--- config.mk ---
export PLATFORM = sky130hd
export DESIGN_NAME = hash_intake
export DESIGN_NICKNAME = d
export VERILOG_FILES = /design/src/rtl/hash_intake_pkg.sv /design/src/rtl/hi_lane_order.sv /design/src/rtl/hi_block_buf.sv /design/src/rtl/hi_ctrl.sv /design/src/rtl/hash_intake.sv
export SDC_FILE = /design/constraint.sdc
export NUM_CORES = 1
export LEC_CHECK = 0
export ABC_AREA = 1
export BUFFER_PORTS_ARGS = -buffer_cell sky130_fd_sc_hd__buf_2
export CAP_MARGIN = 30
export CORE_AREA = 2 2 353 355
export DETAILED_ROUTE_END_ITERATION = 10
export DIE_AREA = 0 0 355 357
export SYNTH_ARGS = -nofsm -noshare
export SYNTH_HDL_FRONTEND = slang
export SYNTH_SLANG_ARGS = --single-unit
--- constraint.sdc ---
create_clock -name clk -period 7.9 [get_ports clk]
set_input_delay 1.185 -clock clk [delete_from_list [all_inputs] [get_ports clk]]
set_output_delay 1.185 -clock clk [all_outputs]
set_load 0.01 [all_outputs]
--- src/rtl/hash_intake_pkg.sv ---
`timescale 1ns/1ps
package hash_intake_pkg;

   // Control/status register bit positions
   localparam int CSR_START  = 0;
   localparam int CSR_ERR    = 1;
   localparam int CSR_RDY    = 2;
   localparam int CSR_SUM    = 3;
   localparam int CSR_SZ_LSB = 4;
   localparam int CSR_SZ_W   = 2;
   localparam int CSR_BSWAP  = 12;

   typedef enum logic [1:0] {
      ST_FILL = 2'd0,
      ST_SEND = 2'd1,
      ST_WAIT = 2'd2
   } intake_st_e;

   typedef enum logic [1:0] {
      SZ_BYTE = 2'd0,
      SZ_HALF = 2'd1,
      SZ_WORD = 2'd2,
      SZ_FULL = 2'd3
   } xfer_sz_e;

endpackage

--- src/rtl/hi_lane_order.sv ---
`timescale 1ns/1ps
module hi_lane_order #(
   parameter int BUS_BYTES = 4,
   parameter int NW        = $clog2(BUS_BYTES + 1),
   parameter int LW        = $clog2(BUS_BYTES)
) (
   input  logic [BUS_BYTES*8-1:0] data,
   input  logic [NW-1:0]          nbytes,
   input  logic                   swap,
   output logic [BUS_BYTES*8-1:0] stream
);

   for (genvar k = 0; k < BUS_BYTES; k++) begin : g_slot
      logic [7:0]    s;
      logic [LW-1:0] ri;
      always_comb begin
         ri = LW'(int'(nbytes) - 1 - k);
         if (k >= int'(nbytes)) begin
            s = '0;
         end else if (swap) begin
            s = data[k*8 +: 8];
         end else begin
            s = data[ri*8 +: 8];
         end
      end
      assign stream[k*8 +: 8] = s;
   end

endmodule

--- src/rtl/hi_block_buf.sv ---
`timescale 1ns/1ps
module hi_block_buf #(
   parameter int BLOCK_BYTES = 64,
   parameter int BUS_BYTES   = 4,
   parameter int CW          = $clog2(BLOCK_BYTES + 1),
   parameter int NW          = $clog2(BUS_BYTES + 1),
   parameter int LW          = $clog2(BUS_BYTES)
) (
   input  logic                     clk,
   input  logic                     rst_n,
   input  logic                     wr_en,
   input  logic [CW-1:0]            pos,
   input  logic [NW-1:0]            nbytes,
   input  logic [BUS_BYTES*8-1:0]   stream,
   output logic [BLOCK_BYTES*8-1:0] block
);

   for (genvar i = 0; i < BLOCK_BYTES; i++) begin : g_byte
      logic [7:0]    q;
      logic          hit;
      logic [LW-1:0] sel;
      int            off;
      always_comb begin
         off = i - int'(pos);
         hit = wr_en && (off >= 0) && (off < int'(nbytes));
         sel = LW'(off);
      end
      always_ff @(posedge clk) begin
         if (!rst_n) begin
            q <= '0;
         end else if (hit) begin
            q <= stream[sel*8 +: 8];
         end
      end
      assign block[(BLOCK_BYTES-1-i)*8 +: 8] = q;
   end

endmodule

--- src/rtl/hi_ctrl.sv ---
`timescale 1ns/1ps
module hi_ctrl
   import hash_intake_pkg::*;
#(
   parameter int BLOCK_BYTES = 64,
   parameter int BUS_BYTES   = 4,
   parameter int CW          = $clog2(BLOCK_BYTES + 1),
   parameter int NW          = $clog2(BUS_BYTES + 1)
) (
   input  logic                clk,
   input  logic                rst_n,
   input  logic                csr_we,
   input  logic [31:0]         csr_wdata,
   input  logic                dat_we,
   input  logic                core_busy,
   output logic                rdy,
   output logic                blk_valid,
   output logic                wr_en,
   output logic [CW-1:0]       pos,
   output logic [NW-1:0]       nbytes,
   output logic                swap,
   output logic                err,
   output logic                sum_vld,
   output logic [CSR_SZ_W-1:0] size,
   output logic                core_init
);

   intake_st_e          st_q;
   logic [CW-1:0]       cnt_q;
   logic [CW:0]         cnt_sum;
   logic                full;
   logic                err_q, sum_q, swap_q, init_q;
   logic [CSR_SZ_W-1:0] sz_q;
   logic                start_req, clr_req, bad_wr, done;

   logic unused_csr_bits;
   assign unused_csr_bits = ^{csr_wdata[31:CSR_BSWAP+1],
                              csr_wdata[CSR_BSWAP-1:CSR_SZ_LSB+CSR_SZ_W],
                              csr_wdata[CSR_SUM:CSR_RDY]};

   // transfer size decode; the top code selects the full bus width
   always_comb begin
      int n;
      n = 1 << sz_q;
      if (sz_q == SZ_FULL) n = BUS_BYTES;
      if (n > BUS_BYTES)   n = BUS_BYTES;
      nbytes = NW'(n);
   end

   assign start_req = csr_we && csr_wdata[CSR_START] && (st_q == ST_FILL);
   assign clr_req   = csr_we && csr_wdata[CSR_ERR];
   assign bad_wr    = dat_we && (st_q != ST_FILL);
   assign wr_en     = dat_we && (st_q == ST_FILL) && !start_req && !clr_req;
   assign cnt_sum   = {1'b0, cnt_q} + (CW+1)'(nbytes);
   assign full      = cnt_sum >= (CW+1)'(BLOCK_BYTES);
   assign done      = (st_q == ST_WAIT) && !core_busy;

   always_ff @(posedge clk) begin
      if (!rst_n) begin
         st_q   <= ST_FILL;
         cnt_q  <= '0;
         err_q  <= 1'b0;
         sum_q  <= 1'b0;
         swap_q <= 1'b1;
         sz_q   <= SZ_BYTE;
         init_q <= 1'b0;
      end else begin
         init_q <= start_req;
         if (csr_we) begin
            sz_q   <= csr_wdata[CSR_SZ_LSB +: CSR_SZ_W];
            swap_q <= csr_wdata[CSR_BSWAP];
         end
         if (bad_wr) begin
            err_q <= 1'b1;
         end else if (clr_req) begin
            err_q <= 1'b0;
         end
         if (start_req) begin
            sum_q <= 1'b0;
         end else if (done) begin
            sum_q <= 1'b1;
         end else if (wr_en && (cnt_q == '0)) begin
            sum_q <= 1'b0;
         end
         case (st_q)
            ST_FILL: begin
               if (start_req || clr_req) begin
                  cnt_q <= '0;
               end else if (wr_en) begin
                  if (full) begin
                     cnt_q <= CW'(BLOCK_BYTES);
                     st_q  <= ST_SEND;
                  end else begin
                     cnt_q <= cnt_sum[CW-1:0];
                  end
               end
            end
            ST_SEND: begin
               if (!core_busy) st_q <= ST_WAIT;
            end
            ST_WAIT: begin
               if (!core_busy) begin
                  st_q  <= ST_FILL;
                  cnt_q <= '0;
               end
            end
            default: st_q <= ST_FILL;
         endcase
      end
   end

   assign rdy       = (st_q == ST_FILL);
   assign blk_valid = (st_q == ST_SEND);
   assign pos       = cnt_q;
   assign swap      = swap_q;
   assign err       = err_q;
   assign sum_vld   = sum_q;
   assign size      = sz_q;
   assign core_init = init_q;

   // a stalled data write raises the error
   a_r6_err_set: assert property (@(posedge clk) disable iff (!rst_n)
      dat_we && !rdy |=> err);

   // the error holds until an explicit clear
   a_r6_err_sticky: assert property (@(posedge clk) disable iff (!rst_n)
      err && !(csr_we && csr_wdata[CSR_ERR]) |=> err);

   // an offered block stays offered while the core is busy
   a_r5_valid_hold: assert property (@(posedge clk) disable iff (!rst_n)
      blk_valid && core_busy |=> blk_valid);

   // the byte count never passes the block size
   a_r4_count_bound: assert property (@(posedge clk) disable iff (!rst_n)
      cnt_q <= CW'(BLOCK_BYTES));

   // sum-valid only rises as intake reopens
   a_r7_sum_rise: assert property (@(posedge clk) disable iff (!rst_n)
      $rose(sum_vld) |-> $rose(rdy));

   // a start while stalled produces no init pulse
   a_r8_start_ignored: assert property (@(posedge clk) disable iff (!rst_n)
      csr_we && csr_wdata[CSR_START] && !rdy |=> !core_init);

endmodule

--- src/rtl/hash_intake.sv ---
`timescale 1ns/1ps
module hash_intake
   import hash_intake_pkg::*;
#(
   parameter int BLOCK_BYTES  = 64,
   parameter int BUS_BYTES    = 4,
   parameter int DIGEST_WORDS = 8,
   parameter int CW           = $clog2(BLOCK_BYTES + 1),
   parameter int NW           = $clog2(BUS_BYTES + 1),
   parameter int IW           = $clog2(DIGEST_WORDS)
) (
   input  logic                      clk,
   input  logic                      rst_n,
   input  logic                      csr_we,
   input  logic [31:0]               csr_wdata,
   output logic [31:0]               csr_rdata,
   input  logic                      dat_we,
   input  logic [BUS_BYTES*8-1:0]    dat_wdata,
   output logic                      blk_valid,
   output logic [BLOCK_BYTES*8-1:0]  blk_data,
   input  logic                      core_busy,
   output logic                      core_init,
   input  logic [DIGEST_WORDS*32-1:0] core_digest,
   input  logic [IW-1:0]             rd_idx,
   output logic [31:0]               rd_word
);

   initial begin
      a_cfg_bus_pow2: assert (BUS_BYTES >= 2 && (BUS_BYTES & (BUS_BYTES - 1)) == 0)
         else $error("BUS_BYTES must be a power of two, at least 2");
      a_cfg_block_mult: assert (BLOCK_BYTES % BUS_BYTES == 0)
         else $error("BLOCK_BYTES must be a multiple of BUS_BYTES");
      a_cfg_digest_pow2: assert (DIGEST_WORDS >= 2 && (DIGEST_WORDS & (DIGEST_WORDS - 1)) == 0)
         else $error("DIGEST_WORDS must be a power of two, at least 2");
   end

   logic                rdy, wr_en, swap, err, sum_vld;
   logic [CW-1:0]       pos;
   logic [NW-1:0]       nbytes;
   logic [CSR_SZ_W-1:0] size;
   logic [BUS_BYTES*8-1:0] stream;
   logic [IW-1:0]       widx;

   hi_ctrl #(
      .BLOCK_BYTES (BLOCK_BYTES),
      .BUS_BYTES   (BUS_BYTES),
      .CW          (CW),
      .NW          (NW)
   ) i_ctrl (
      .clk       (clk),
      .rst_n     (rst_n),
      .csr_we    (csr_we),
      .csr_wdata (csr_wdata),
      .dat_we    (dat_we),
      .core_busy (core_busy),
      .rdy       (rdy),
      .blk_valid (blk_valid),
      .wr_en     (wr_en),
      .pos       (pos),
      .nbytes    (nbytes),
      .swap      (swap),
      .err       (err),
      .sum_vld   (sum_vld),
      .size      (size),
      .core_init (core_init)
   );

   hi_lane_order #(
      .BUS_BYTES (BUS_BYTES),
      .NW        (NW)
   ) i_order (
      .data   (dat_wdata),
      .nbytes (nbytes),
      .swap   (swap),
      .stream (stream)
   );

   hi_block_buf #(
      .BLOCK_BYTES (BLOCK_BYTES),
      .BUS_BYTES   (BUS_BYTES),
      .CW          (CW),
      .NW          (NW)
   ) i_buf (
      .clk    (clk),
      .rst_n  (rst_n),
      .wr_en  (wr_en),
      .pos    (pos),
      .nbytes (nbytes),
      .stream (stream),
      .block  (blk_data)
   );

   always_comb begin
      csr_rdata                            = '0;
      csr_rdata[CSR_ERR]                   = err;
      csr_rdata[CSR_RDY]                   = rdy;
      csr_rdata[CSR_SUM]                   = sum_vld;
      csr_rdata[CSR_SZ_LSB +: CSR_SZ_W]    = size;
      csr_rdata[CSR_BSWAP]                 = swap;
   end

   assign widx    = IW'(DIGEST_WORDS - 1) - rd_idx;
   assign rd_word = core_digest[widx*32 +: 32];

   // the block held for the core is frozen while intake is stalled
   a_r4_block_frozen: assert property (@(posedge clk) disable iff (!rst_n)
      !rdy |=> $stable(blk_data));

endmodule

==> results of run 1 <==
## flip-flops by register name, indices dropped and copies added (netlist names)
signal / flops
i_ctrl.core_init: 1
i_ctrl.size: 2
i_ctrl.st_q: 2
i_ctrl.pos: 7
i_buf.g_byte.q: 512
i_ctrl.err: 1
i_ctrl.swap: 1
i_ctrl.sum_vld: 1
## cells in the final DEF, fill, tap and decap left out, types with 3 or more instances in the layout
master,netlist,layout
bufinv_16,0,6
clkinv_2,0,15
o21ai_0,399,399
xor2_1,14,14
conb_1,1,26
nor2_4,6,6
nor3_1,11,11
buf_6,6,3
nand2_2,39,39
inv_6,0,5
buf_2,41,850
o22ai_1,32,32
inv_1,412,411
diode_2,0,14
inv_2,17,17
buf_12,0,3
xnor2_1,3,3
o31ai_1,6,6
dfxtp_1,527,526
nand4_1,32,32
nor2_2,22,22
o21ai_1,6,6
clkbuf_8,0,14
a31oi_1,33,33
nand2_1,862,862
buf_4,86,22
nor2_1,316,316
clkbuf_16,0,61
a21oi_1,535,535
a21oi_2,22,22
clkbuf_1,109,4
nand3_2,9,9
nand3b_1,3,3
ha_1,38,38
nor3_2,7,7
nand3_1,218,218
## cell type report
type,instances,share of cell area
diodes,14,0.00104
repair buffers,882,0.136
multi-input cells,2659,0.377
clock inverters,32,0.0119
flip-flops and latches,527,0.313
inverters,433,0.0484
well taps,1637,0.0607
clock buffers,79,0.0514
## power groups by stage
stage          Combinational (mW)  Sequential, mW  Clock (mW)
6_report                     1.11            2.72        3.01
5_1_grt                      1.21            2.72        3.18
4_1_cts                      1.13            2.72        3.08
3_5_place_dp                 1.12            2.78           0
3_3_place_gp                 1.12            2.78           0
2_1_floorplan               0.577            2.80           0
## worst paths after layout
check / to / slack (ns) / cells after the start / start
setup / recovery: rd_word[21] / 2.56 / 8 / rd_idx[0]
hold / removal: i_ctrl.err / 0.48 / 2 / i_ctrl.err
setup reg to reg: i_buf.g_byte[46].q[6] / 3.02 / 14 / i_ctrl.pos[1]
hold reg to reg: i_ctrl.err / 0.48 / 2 / i_ctrl.err
## metal layers
layer / wire length, um / up-vias / track usage
met1: 53200 / 13400 / 0.234
met3: 9710 / 273 / 0.0456
met4: 7110 / 6 / 0.100
met2: 67900 / 1200 / 0.365
met5: 46 / - / 0
li1: - / 13900 / -
## metrics by stage
stage,worst slack (ns),power [mW]
global route,2.39,7.11
floorplan,4.28,3.37
finish,2.56,6.84
CTS,2.70,6.93
detailed placement,2.71,3.90
global placement,2.73,3.89
## cell families after synthesis
group / Yosys count
compound gates: 1040
flops: 527
other cells: 1
xor+xnor: 17
buf+inv: 689
simple gates: 1537
fa+ha+maj: 39
## worst min-delay path, stage by stage, from the launching register on
cell and delay, ns:
dfxtp_1 0.32, nand2_1 0.06, a21oi_1 0.06
==> results.json, run 1 <==
{
  "switchingPower_mw": 2.13,
  "postSynthAreaPerCell_um2": 6.80,
  "vias_per_cell": 4.59,
  "ys.flop_type": "dfxtp_1",
  "skew_ns": 0.0273,
  "critical_path_class": "in -> out",
  "rows": 129,
  "endpoint_kind": "output pin",
  "antenna_found_initial": 28,
  "num_vias": 28800,
  "p_comb_frac": 0.163,
  "cts_tree": "yes",
  "stdcell_area_um2": 33700,
  "arrival_ns": 4.16,
  "synth_commonest_cells": "nand2_1, a21oi_1, dfxtp_1, inv_1, o21ai_0",
  "synth_most_common_cell": "nand2_1",
  "setup.worst_path.start_class": "input pin",
  "core_um2": 123000,
  "synth_area_leader_cell": "dfxtp_1",
  "synthSimpleGateAreaFrac": 0.251,
  "synth-xor-area-share": 0.00569,
  "firstDrtPassIters": 7,
  "cp.buffers_inverters": 4,
  "pwr-share-seq": 0.398,
  "grt_pass1_wl_mm": 191,
  "synth_seq_cells": 527,
  "cts_hold_buf": 0,
  "drcViolationCount": 0,
  "period_needed_ns": 5.34,
  "synth_area_leaders": "dfxtp_1, nand2_1, a21oi_1",
  "crit_fanout": 73,
  "setup_viol": 0,
  "p_int_mw": 4.71,
  "fin_nets": 4930,
  "holdWs_ns": 0.484,
  "grt_overflow": 0,
  "synthesis.area_um2": 26200,
  "multi_input_area_um2": 12700,
  "cts_buffers": 60,
  "p_sw_frac": 0.311,
  "period_share": 0.676,
  "drt_iter0_drc": 2584,
  "clk_pin_slew_ns": 0.07,
  "port_buffers": 852,
  "pwr-share-clk": 0.439,
  "max_freq_mhz": 187,
  "synth_top_family_by_area": "simple AND/OR/NAND/NOR gates",
  "die_h_um": 357,
  "required_ns": 6.71,
  "maxCapViolCount": 0,
  "grt_pass1_vias": 26600,
  "post-route-util": 0.274,
  "slowest_delay_ns": 0.87,
  "wirelength_mm": 138,
  "globalplace.congestion": 0.955,
  "slew_violations": 0,
  "track_usage": 0.206,
  "hpwl_mm": 101,
  "start_util": 0.213,
  "ys_warn_count": 0,
  "power.density_nw_per_um2": 203,
  "crit_chain": "buf_4 -> clkinv_2 -> buf_12 -> o21ai_0 -> o22ai_1 -> nor2_1 -> a31oi_1 -> buf_2",
  "die_w_um": 355,
  "async_reset_ff_frac": 0,
  "status": "complete, no violations",
  "ios": 906,
  "slowest_stage": "clkinv_2",
  "synth_edf_count": 0,
  "antenna_left": 0,
  "grt_start_max_net_pins": 239,
  "die-area_um2": 127000,
  "dp.cells": 6136,
  "relSlewSlack": 0.192,
  "fin_setup_tns_ns": 0,
  "critPathTopFamily": "buffers and inverters",
  "syn_to_final_growth_pct": 28.8,
  "area.sequential_um2": 10600,
  "synth_cell_types": 47,
  "ir_drop_uv": 188,
  "synth_compound_area_frac": 0.206,
  "clkSinkCount": 527,
  "post-cts-setup-buffer-count": 0,
  "ys_seq_area_frac": 0.403,
  "synth_mux_area_frac": 0,
  "final_cells": 6263,
  "worst_slew_pin_slew_ns": 1.21,
  "leakage_nw": 17.2,
  "synth_cells": 3850,
  "htree_levels": 2,
  "dpl-instance-area_um2": 31500,
  "clk_latency_ns": 0.68,
  "drive_above_1_share": 0.244,
  "yosys.area_share.adder": 0.0189,
  "min_path_type": "reg -> reg",
  "grt_setup_unrepaired": "false",
  "synth_top_area_share": 0.403,
  "wl_per_cell_um": 22.0,
  "final_hold_viol_count": 0,
  "cts_root_buf": "clkbuf_16",
  "fillers": 13700,
  "cts_resized": 0,
  "clockBufferDepth": 3
}
Power figures use the tool's default switching activity.
==> inputs of run 2 (changes only) <==
clock period = 5 ns   (was 7.9 ns; I/O delays follow)
==> run 2 against run 1 <==
Effect of this change: core utilization rose by 0.14 points; critical path type is now reg -> reg; power rose by 60%; via count fell by 0.25%; critical endpoint is now i_buf.g_byte[18].q[1]; sequential power rose by 58%; largest power group unchanged; setup slack got worse by 1.9 ns; critical path depth rose by 4; non-clock buffer count rose by 16; clock skew rose by 0.020 ns; largest cell class unchanged; register-to-register slack got worse by 2.3 ns; sequential share of layout area fell by 0.15 points.
==> results.json, run 2 (synthesis gave the netlist of run 1 again) <==
{
  "post-cts-setup-buffer-count": 0,
  "antenna_found_initial": 25,
  "pwr-share-seq": 0.392,
  "hpwl_mm": 103,
  "max_freq_mhz": 232,
  "num_vias": 28700,
  "critical_path_class": "reg -> reg",
  "syn_to_final_growth_pct": 29.4,
  "rows": 129,
  "die_h_um": 357,
  "dp.cells": 6152,
  "fin_nets": 4946,
  "ios": 906,
  "antenna_left": 0,
  "p_sw_frac": 0.309,
  "largest_register": "i_buf.g_byte.q",
  "status": "complete, no violations",
  "grt_start_max_net_pins": 133,
  "post-route-util": 0.276,
  "drive_above_1_share": 0.246,
  "period_share": 0.864,
  "crit_fanout": 41,
  "cts_buffers": 60,
  "skew_ns": 0.0474,
  "clkSinkCount": 527,
  "layout.cells.most_common_list": "nand2_1, buf_2, a21oi_1",
  "setup.worst_path.start_class": "flip-flop",
  "slowest_stage": "ha_1",
  "clockBufferDepth": 3,
  "min_path_type": "in -> reg",
  "endpoint_kind": "flip-flop",
  "globalplace.congestion": 0.973,
  "final_hold_viol_count": 0,
  "crit_chain": "inv_4 -> ha_1 -> clkinv_1 -> ha_1 -> nand2_1 -> nand2_1 -> a21oi_1 -> inv_1 -> nor2_2 -> nand3b_2 -> inv_1 -> a21oi_1",
  "ir_drop_uv": 278,
  "slew_violations": 0,
  "die-area_um2": 127000,
  "htree_levels": 2,
  "switchingPower_mw": 3.38,
  "critPathLaunch": "i_ctrl.pos[0]",
  "clk_pin_slew_ns": 0.06,
  "grt_setup_unrepaired": "false",
  "worst_slew_pin_slew_ns": 0.955,
  "wirelength_mm": 138,
  "cts_resized": 0,
  "power.density_nw_per_um2": 323,
  "fin_setup_tns_ns": 0,
  "p_comb_frac": 0.162,
  "drt_iter0_drc": 2608,
  "wl_per_cell_um": 22.0,
  "p_int_mw": 7.57,
  "timing.rr.start": "i_ctrl.pos[0]",
  "final_cells": 6279,
  "period_needed_ns": 4.32,
  "grt_overflow": 0,
  "drcViolationCount": 0,
  "vias_per_cell": 4.57,
  "largest_register_ffs": 512,
  "firstDrtPassIters": 6,
  "die_w_um": 355,
  "port_buffers": 852,
  "leakage_nw": 17.2,
  "min-delay-start": "csr_wdata[12]",
  "final_common_cell": "nand2_1",
  "arrival_ns": 4.83,
  "pwr-share-clk": 0.445,
  "core_um2": 123000,
  "grt_pass1_wl_mm": 190,
  "relSlewSlack": 0.357,
  "clk_latency_ns": 0.67,
  "required_ns": 5.51,
  "slowest_delay_ns": 0.81,
  "cts_tree": "yes",
  "setup_viol": 0,
  "cts_root_buf": "clkbuf_16",
  "start_util": 0.213,
  "cts_hold_buf": 0,
  "track_usage": 0.206,
  "maxCapViolCount": 0,
  "grt_pass1_vias": 26400
}
-- run 2: critical path, delay by kind of cell, from the launching register on --
kind,cells,cell delay (ns)
buffers and inverters,4,1.39
DFF,1,0.37
and+or+nand+nor,4,0.61
AOI/OAI and AO/OA,2,0.44
adders and majority gates,2,1.32
-- run 2: worst paths after layout --
| kind | to | slack, ns | cells after the start |
|---|---|---|---|
| worst max register to register | i_buf.g_byte[18].q[1] | 0.68 | 12 |
| worst max-delay path | i_buf.g_byte[18].q[1] | 0.68 | 12 |
| worst min register to register | i_ctrl.err | 0.51 | 2 |
| worst min-delay path | i_ctrl.swap | 0.33 | 3 |
-- run 2: power by group through the flow --
stage,clock network [mW],logic [mW],registers [mW]
3_3_place_gp,0,1.78,4.38
3_5_place_dp,0,1.80,4.39
4_1_cts,4.99,1.80,4.29
6_report,4.87,1.78,4.29
2_1_floorplan,0,0.911,4.42
5_1_grt,5.14,1.92,4.30
-- run 2: metrics by stage --
stage               instance area, um2  power [mW]  setup slack [ns]  hold slack, ns
finish                           33900        10.9             0.682           0.328
global route                     33900        11.4             0.456           0.305
CTS                              33800        11.1             0.542           0.241
detailed placement               31600        6.18             0.582           0.493
global placement                 31600        6.17             0.670           0.483
floorplan                        26300        5.33              1.53           0.446
-- run 2: layer usage --
metal	vias to the layer above	share of wire	track usage
li1	13900	-	-
met3	258	0.072	0.0466
met2	1185	0.48	0.357
met5	-	0.00034	0
met1	13300	0.39	0.236
met4	6	0.059	0.110
-- run 2: area by class of cell --
| class | count | area, um2 |
|---|---|---|
| tap | 1637 | 2050 |
| clock buffer | 83 | 1750 |
| clock inverter | 29 | 450 |
| inverter | 433 | 1630 |
| timing repair buffer | 898 | 4700 |
| antenna | 13 | 32.5 |
| fill | 13600 | 89100 |
| multi-input combinational | 2659 | 12700 |
| sequential | 527 | 10600 |
